<file path="src/rtl/tid_pkg.sv">
package tid_pkg;
  typedef enum logic [1:0] {
    ST_IDLE = 2'd0,
    ST_RUN  = 2'd1,
    ST_FIN  = 2'd2
  } tid_state_e;
endpackage

</file>
<file path="src/rtl/tid_axis_ctr.sv">
module tid_axis_ctr #(
  parameter int W = 4
) (
  input  logic         clk_i,
  input  logic         rst_ni,
  input  logic         clr_i,
  input  logic         inc_i,
  input  logic [W-1:0] lim_i,
  output logic [W-1:0] val_o,
  output logic         last_o
);
  logic [W-1:0] val_q;

  assign last_o = (val_q == lim_i - W'(1));
  assign val_o  = val_q;

  always_ff @(posedge clk_i or negedge rst_ni) begin
    if (!rst_ni)       val_q <= '0;
    else if (clr_i)    val_q <= '0;
    else if (inc_i)    val_q <= last_o ? '0 : val_q + W'(1);
  end
endmodule

</file>
<file path="src/rtl/tid_gid_calc.sv">
module tid_gid_calc #(
  parameter int GRID_W = 3,
  parameter int BLK_W  = 4,
  localparam int GID_W = GRID_W + BLK_W
) (
  input  logic [2:0][GRID_W-1:0] grp_i,
  input  logic [2:0][BLK_W-1:0]  size_i,
  input  logic [2:0][BLK_W-1:0]  loc_i,
  output logic [2:0][GID_W-1:0]  gid_o
);
  for (genvar a = 0; a < 3; a++) begin : g_axis
    assign gid_o[a] = GID_W'(grp_i[a]) * GID_W'(size_i[a]) + GID_W'(loc_i[a]);
  end
endmodule

</file>
<file path="src/rtl/tid_wave_pack.sv">
module tid_wave_pack #(
  parameter int FLAT_W = 12,
  parameter int LANES  = 64,
  localparam int LANE_W = $clog2(LANES),
  localparam int WAVE_W = FLAT_W - LANE_W
) (
  input  logic [FLAT_W-1:0] flat_i,
  input  logic [FLAT_W-1:0] total_i,
  output logic [WAVE_W-1:0] wave_o,
  output logic [LANE_W-1:0] lane_o,
  output logic [LANES-1:0]  mask_o
);
  logic [FLAT_W-1:0] base, left;

  assign wave_o = flat_i[FLAT_W-1:LANE_W];
  assign lane_o = flat_i[LANE_W-1:0];
  assign base   = {wave_o, {LANE_W{1'b0}}};
  assign left   = total_i - base;

  for (genvar i = 0; i < LANES; i++) begin : g_lane
    assign mask_o[i] = (32'(left) > 32'(i));
  end
endmodule

</file>
<file path="src/rtl/tid_walker.sv">
module tid_walker
  import tid_pkg::*;
#(
  parameter int GRID_W = 3,
  parameter int BLK_W  = 4,
  parameter int LANES  = 64,
  localparam int FLAT_W = 3 * BLK_W,
  localparam int GID_W  = GRID_W + BLK_W,
  localparam int LANE_W = $clog2(LANES),
  localparam int WAVE_W = FLAT_W - LANE_W
) (
  input  logic                    clk_i,
  input  logic                    rst_ni,
  input  logic                    start_i,
  input  logic [2:0][GRID_W-1:0]  grid_dim_i,
  input  logic [2:0][BLK_W-1:0]   blk_dim_i,
  input  logic                    ready_i,
  output logic                    valid_o,
  output logic [2:0][GRID_W-1:0]  grp_id_o,
  output logic [2:0][BLK_W-1:0]   loc_id_o,
  output logic [2:0][GID_W-1:0]   gid_o,
  output logic [FLAT_W-1:0]       flat_o,
  output logic [WAVE_W-1:0]       wave_o,
  output logic [LANE_W-1:0]       lane_o,
  output logic [LANES-1:0]        lane_mask_o,
  output logic                    busy_o,
  output logic                    done_o
);
  tid_state_e state_q, state_d;
  logic [2:0][GRID_W-1:0] grid_q;
  logic [2:0][BLK_W-1:0]  blk_q;
  logic [FLAT_W-1:0]      total_q, flat_q;

  logic start_ok, any_zero, accept, grp_wrap, last_beat;
  logic [6:0] carry;
  logic [5:0] last;

  assign start_ok = start_i && (state_q == ST_IDLE);
  assign any_zero = (grid_dim_i[0] == '0) || (grid_dim_i[1] == '0) || (grid_dim_i[2] == '0) ||
                    (blk_dim_i[0] == '0)  || (blk_dim_i[1] == '0)  || (blk_dim_i[2] == '0);
  assign valid_o  = (state_q == ST_RUN);
  assign accept   = valid_o && ready_i;
  assign busy_o   = (state_q != ST_IDLE);
  assign done_o   = (state_q == ST_FIN);

  // carry chain: local x,y,z then group x,y,z
  assign carry[0] = accept;
  for (genvar a = 0; a < 3; a++) begin : g_loc
    tid_axis_ctr #(.W(BLK_W)) u_ctr (
      .clk_i, .rst_ni, .clr_i(start_ok), .inc_i(carry[a]),
      .lim_i(blk_q[a]), .val_o(loc_id_o[a]), .last_o(last[a])
    );
    assign carry[a+1] = carry[a] && last[a];
  end
  for (genvar a = 0; a < 3; a++) begin : g_grp
    tid_axis_ctr #(.W(GRID_W)) u_ctr (
      .clk_i, .rst_ni, .clr_i(start_ok), .inc_i(carry[3+a]),
      .lim_i(grid_q[a]), .val_o(grp_id_o[a]), .last_o(last[3+a])
    );
    assign carry[4+a] = carry[3+a] && last[3+a];
  end

  assign grp_wrap  = &last[2:0];
  assign last_beat = &last;

  always_comb begin
    state_d = state_q;
    unique case (state_q)
      ST_IDLE: if (start_ok) state_d = any_zero ? ST_FIN : ST_RUN;
      ST_RUN:  if (accept && last_beat) state_d = ST_FIN;
      ST_FIN:  state_d = ST_IDLE;
      default: state_d = ST_IDLE;
    endcase
  end

  always_ff @(posedge clk_i or negedge rst_ni) begin
    if (!rst_ni) begin
      state_q <= ST_IDLE;
      grid_q  <= '0;
      blk_q   <= '0;
      total_q <= '0;
      flat_q  <= '0;
    end else begin
      state_q <= state_d;
      if (start_ok) begin
        grid_q  <= grid_dim_i;
        blk_q   <= blk_dim_i;
        total_q <= FLAT_W'(blk_dim_i[0]) * FLAT_W'(blk_dim_i[1]) * FLAT_W'(blk_dim_i[2]);
        flat_q  <= '0;
      end else if (accept) begin
        flat_q  <= grp_wrap ? '0 : flat_q + FLAT_W'(1);
      end
    end
  end

  assign flat_o = flat_q;

  tid_gid_calc #(.GRID_W(GRID_W), .BLK_W(BLK_W)) u_gid (
    .grp_i(grp_id_o), .size_i(blk_q), .loc_i(loc_id_o), .gid_o(gid_o)
  );

  tid_wave_pack #(.FLAT_W(FLAT_W), .LANES(LANES)) u_wave (
    .flat_i(flat_q), .total_i(total_q), .wave_o(wave_o), .lane_o(lane_o), .mask_o(lane_mask_o)
  );
endmodule

</file>
<file path="config.mk">
export PLATFORM = sky130hd
export DESIGN_NAME = tid_walker
export DESIGN_NICKNAME = d
export VERILOG_FILES = /design/src/rtl/tid_pkg.sv /design/src/rtl/tid_axis_ctr.sv /design/src/rtl/tid_gid_calc.sv /design/src/rtl/tid_wave_pack.sv /design/src/rtl/tid_walker.sv
export SDC_FILE = /design/constraint.sdc
export NUM_CORES = 1
export LEC_CHECK = 0
export BUFFER_PORTS_ARGS = -buffer_cell sky130_fd_sc_hd__buf_2
export CAP_MARGIN = 25
export CORE_AREA = 2 2 125 127
export DETAILED_ROUTE_END_ITERATION = 8
export DIE_AREA = 0 0 127 129
export GPL_TIMING_DRIVEN = 0
export PLACE_DENSITY_LB_ADDON = 0.3
export SLEW_MARGIN = 10
export SYNTH_ARGS = -nofsm -noshare
export SYNTH_HDL_FRONTEND = slang
export SYNTH_HIERARCHICAL = 1
export SYNTH_SLANG_ARGS = --single-unit
</file>
<file path="constraint.sdc">
create_clock -name clk_i -period 2.5 [get_ports clk_i]
set_input_delay 0.125 -clock clk_i [delete_from_list [all_inputs] [get_ports clk_i]]
set_output_delay 0.125 -clock clk_i [all_outputs]
set_load 0.02 [all_outputs]
</file>
==> impl_metrics.py <==
metrics = {
    "clocking": {
        "clock-sinks": 68,
        "cts_tree": "built",
        "numCtsBuffers": 9,
        "clk_pin_slew_worst_paths_ns": 0.06,
        "htree_num_levels": 3,
        "cts.path.max_buffers": 2,
        "cts_root_buffer": "clkbuf_16",
        "clock_latency_ns": 0.35,
    },
    "sta": {
        "timing.final.crit_share_pct": 167,
        "setup_viol": 93,
        "grt_setup_unrepaired": "yes",
        "tightest_slew_ns": 0.673,
        "skew_ns": 0.00720,
        "timing.final.crit_period_ns": 4.17,
        "relSlewSlack_pct": 55.2,
        "hold_violations": 0,
        "fin_ws_ns": -1.67,
        "tns_ns": -49.51,
        "finalMaxSlewViolations": 0,
        "fmax_ghz": 0.240,
    },
    "pwr": {
        "power.density_cell_area_nw_per_um2": 976,
        "peakVddDrop_mv": 0.622,
        "power_frac_seq_pct": 16.2,
        "switchingPower_mw": 5.42,
        "p_clk_share_pct": 12.1,
        "p_leak_nw": 5.47,
        "intPower_mw": 5.66,
        "swShare_pct": 48.9,
        "p_total_mw": 11.1,
        "p_comb_share_pct": 71.7,
    },
    "critical_path": {
        "cp.required_ns": 2.73,
        "critPathCaptureType": "flop",
        "slowest_delay_ns": 0.55,
        "worstSetupPathType": "in -> reg",
        "arrival_ns": 4.40,
        "setup.worst_path.start_class": "input pin",
        "path_cells": "buf_12 -> nand2_8 -> fa_1 -> fa_1 -> buf_4 -> fa_2 -> inv_2 -> a21o_1 -> a21oi_2 -> xnor2_2 -> and2_4 -> fa_1 -> inv_1 -> fa_1 -> inv_2 -> ha_4 -> a21oi_4 -> nand2_1 -> a31oi_1 -> xnor2_1 -> mux2_4",
        "crit_top_cell": "fa_1",
        "cpMaxStageDelayCell": "fa_1",
        "crit_path_max_fanout": 4,
        "reg2reg_slack_ns": -0.11,
    },
    "min_path": {
        "hold_path.class": "in -> reg",
    },
    "yosys": {
        "yosysUniqueCellTypes": 65,
        "synthArstFlopShare_pct": 100,
        "synth_area_leaders": "dfrtp_1, ha_1, nand2_1",
        "ys_ff_latch": 68,
        "synth_area_sq_um": 7510,
        "synthCells": 910,
        "ys.warnings.count": 6,
        "yosysTopAreaCell": "dfrtp_1",
        "netlist.area_leader.share_pct": 22.6,
        "syn-num-nets": 1046,
        "avgSynthCellArea_sq_um": 8.26,
        "ys.flop_type": "dfrtp_1",
        "yosysSeqAreaShare_pct": 22.6,
        "synth.most_common_cell": "nand2_1",
        "ys_top_cells_by_count": "nand2_1, ha_1, inv_1, dfrtp_1, o21ai_0",
        "synth_edf_count": 0,
    },
    "finish": {
        "final_cell_area_sq_um": 11300,
        "post-route-util_pct": 75.8,
        "fin_nets": 1310,
        "area_growth_pct": 51.0,
        "seq_area_sq_um": 1730,
        "drive_gt1_share_pct": 42.7,
        "multi_input_area_sq_um": 6340,
        "nFillCells": 946,
        "n_antenna_cell": 0,
    },
    "drt": {
        "wl_um": 25900,
        "dr.pass1.iters": 6,
        "ant_nets": 0,
        "drcViolationCount": 0,
        "wl_per_cell_um": 18.9,
        "vias": 8056,
        "drt_iter0_markers": 651,
        "routed_via_density": 5.90,
    },
    "flow_run": {
        "cap_violations": 0,
    },
    "floorplanning": {
        "die_h_um": 129,
        "core.rowCount": 45,
        "dieArea_sq_um": 16400,
        "die_x_um": 127,
        "coreArea_sq_um": 15000,
        "pin_count": 158,
        "initial_core_util_pct": 50.2,
    },
    "placement": {
        "gp_congestion": 0.906,
        "place_area_sq_um": 8960,
        "portBuffers": 156,
        "dp.final_hpwl_um": 14900,
    },
    "global_route": {
        "track_usage_pct": 28.0,
        "grt_max_degree": 42,
        "grt_antenna_before_repair": 0,
        "grt_pass1_vias": 7636,
        "grt_pass1_wl_um": 37100,
        "overflow": 0,
    },
    "outcome": {
        "status": "finished with violations",
        "failed_checks": "setup timing",
    },
}
==> final timing paths <==
check | start | depth (start not counted) | to
hold / removal | grid_dim_i[7] | 3 | grid_q[7]
setup / recovery | blk_dim_i[5] | 21 | total_q[10]
max in group asynchronous | rst_ni | 3 | g_grp[2].u_ctr/val_o[2]
min in group asynchronous | rst_ni | 2 | total_q[6]
setup reg to reg | blk_q[1] | 14 | g_grp[0].u_ctr/val_o[2]
hold reg to reg | grid_q[1] | 2 | grid_q[1]
==> per-layer routing <==
metal | up-vias | global-route usage, % | wire (um)
met2 | 417 | 48.6 | 13400
li1 | 3634 | - | -
met3 | 131 | 4.32 | 1650
met4 | 0 | 12.9 | 1200
met1 | 3874 | 34.5 | 9630
met5 | - | 0 | 0
==> flip-flops by register name, summed over array words and instances (netlist names) <==
| register | cells |
|---|---|
| blk_q | 12 |
| flat_o | 12 |
| g_grp.u_ctr/val_o | 9 |
| g_loc.u_ctr/val_o | 12 |
| grid_q | 9 |
| state_q | 2 |
| total_q | 12 |
==> final cells by class <==
| cell class | count | area share (%) |
|---|---|---|
| Buffer | 44 | 2.62 |
| Clock buffer | 10 | 2.11 |
| Clock inverter | 5 | 0.540 |
| Inverter | 71 | 2.48 |
| Multi-Input combinational cell | 725 | 55.8 |
| Sequential cell | 68 | 15.2 |
| Tap cell | 188 | 2.07 |
| Timing Repair Buffer | 255 | 19.1 |
==> critical path: cells and delay by family <==
| kind | cells | cell delay, ns |
|---|---|---|
| buf+inv | 5 | 0.41 |
| xor+xnor | 2 | 0.25 |
| fa+ha+maj | 6 | 2.50 |
| mux | 1 | 0.26 |
| compound gates | 4 | 0.57 |
| simple gates | 3 | 0.28 |
==> power by group through the flow <==
stage | clock, mW | combinational [mW] | sequential, mW
3_5_place_dp | 0 | 5.14 | 1.82
5_1_grt | 1.39 | 8.41 | 1.83
3_3_place_gp | 0 | 5.09 | 1.81
6_report | 1.34 | 7.94 | 1.80
4_1_cts | 1.35 | 6.66 | 1.76
2_1_floorplan | 0 | 3.84 | 1.74
==> repair_timing <==
item                                   in CTS  in global routing
endpoints found under the hold margin      36                  1
pin swaps                                  85                 44
hold buffers                               10                  1
buffers inserted                           69                 21
resized for setup                         249                149
setup endpoints to repair                 114                115
cloned                                      5                  0
==> cells in the final DEF, fill, tap and decap left out, drive strengths merged, types with 7 or more instances in the layout <==
master and count:
a211oi 7, a21o 11, a21oi 39, a311oi 13, and2 55, and3 9, buf 264, clkbuf 34
dfrtp 68, dlygate4sd3 11, fa 32, ha 79, inv 71, nand2 183, nand2b 20, nand3 13
nand4 10, nor2 24, nor2b 13, nor3 18, o211ai 8, o21ai 56, o311ai 12, or3 10
xnor2 35, xor2 15
==> stage by stage <==
step / cells / worst slack, ns / hold slack (ns)
CTS: 1354 / -1.66 / 0.00279
global placement: 1254 / -2.14 / 0.333
detailed placement: 1255 / -2.14 / 0.0836
finish: 1366 / -1.67 / 0.0150
floorplan: 910 / -1.66 / -0.171
global route: 1366 / -1.83 / 0.00426
==> logic make-up after synthesis <==
kind of cell    Yosys count  synth area share (%)
compound gates          173                  15.6
mux                       1                 0.150
buf+inv                 117                  6.61
fa+ha+maj               111                  21.7
flops                    68                  22.6
xor+xnor                 56                  7.73
simple gates            384                  25.6
Power figures use the tool's default switching activity.
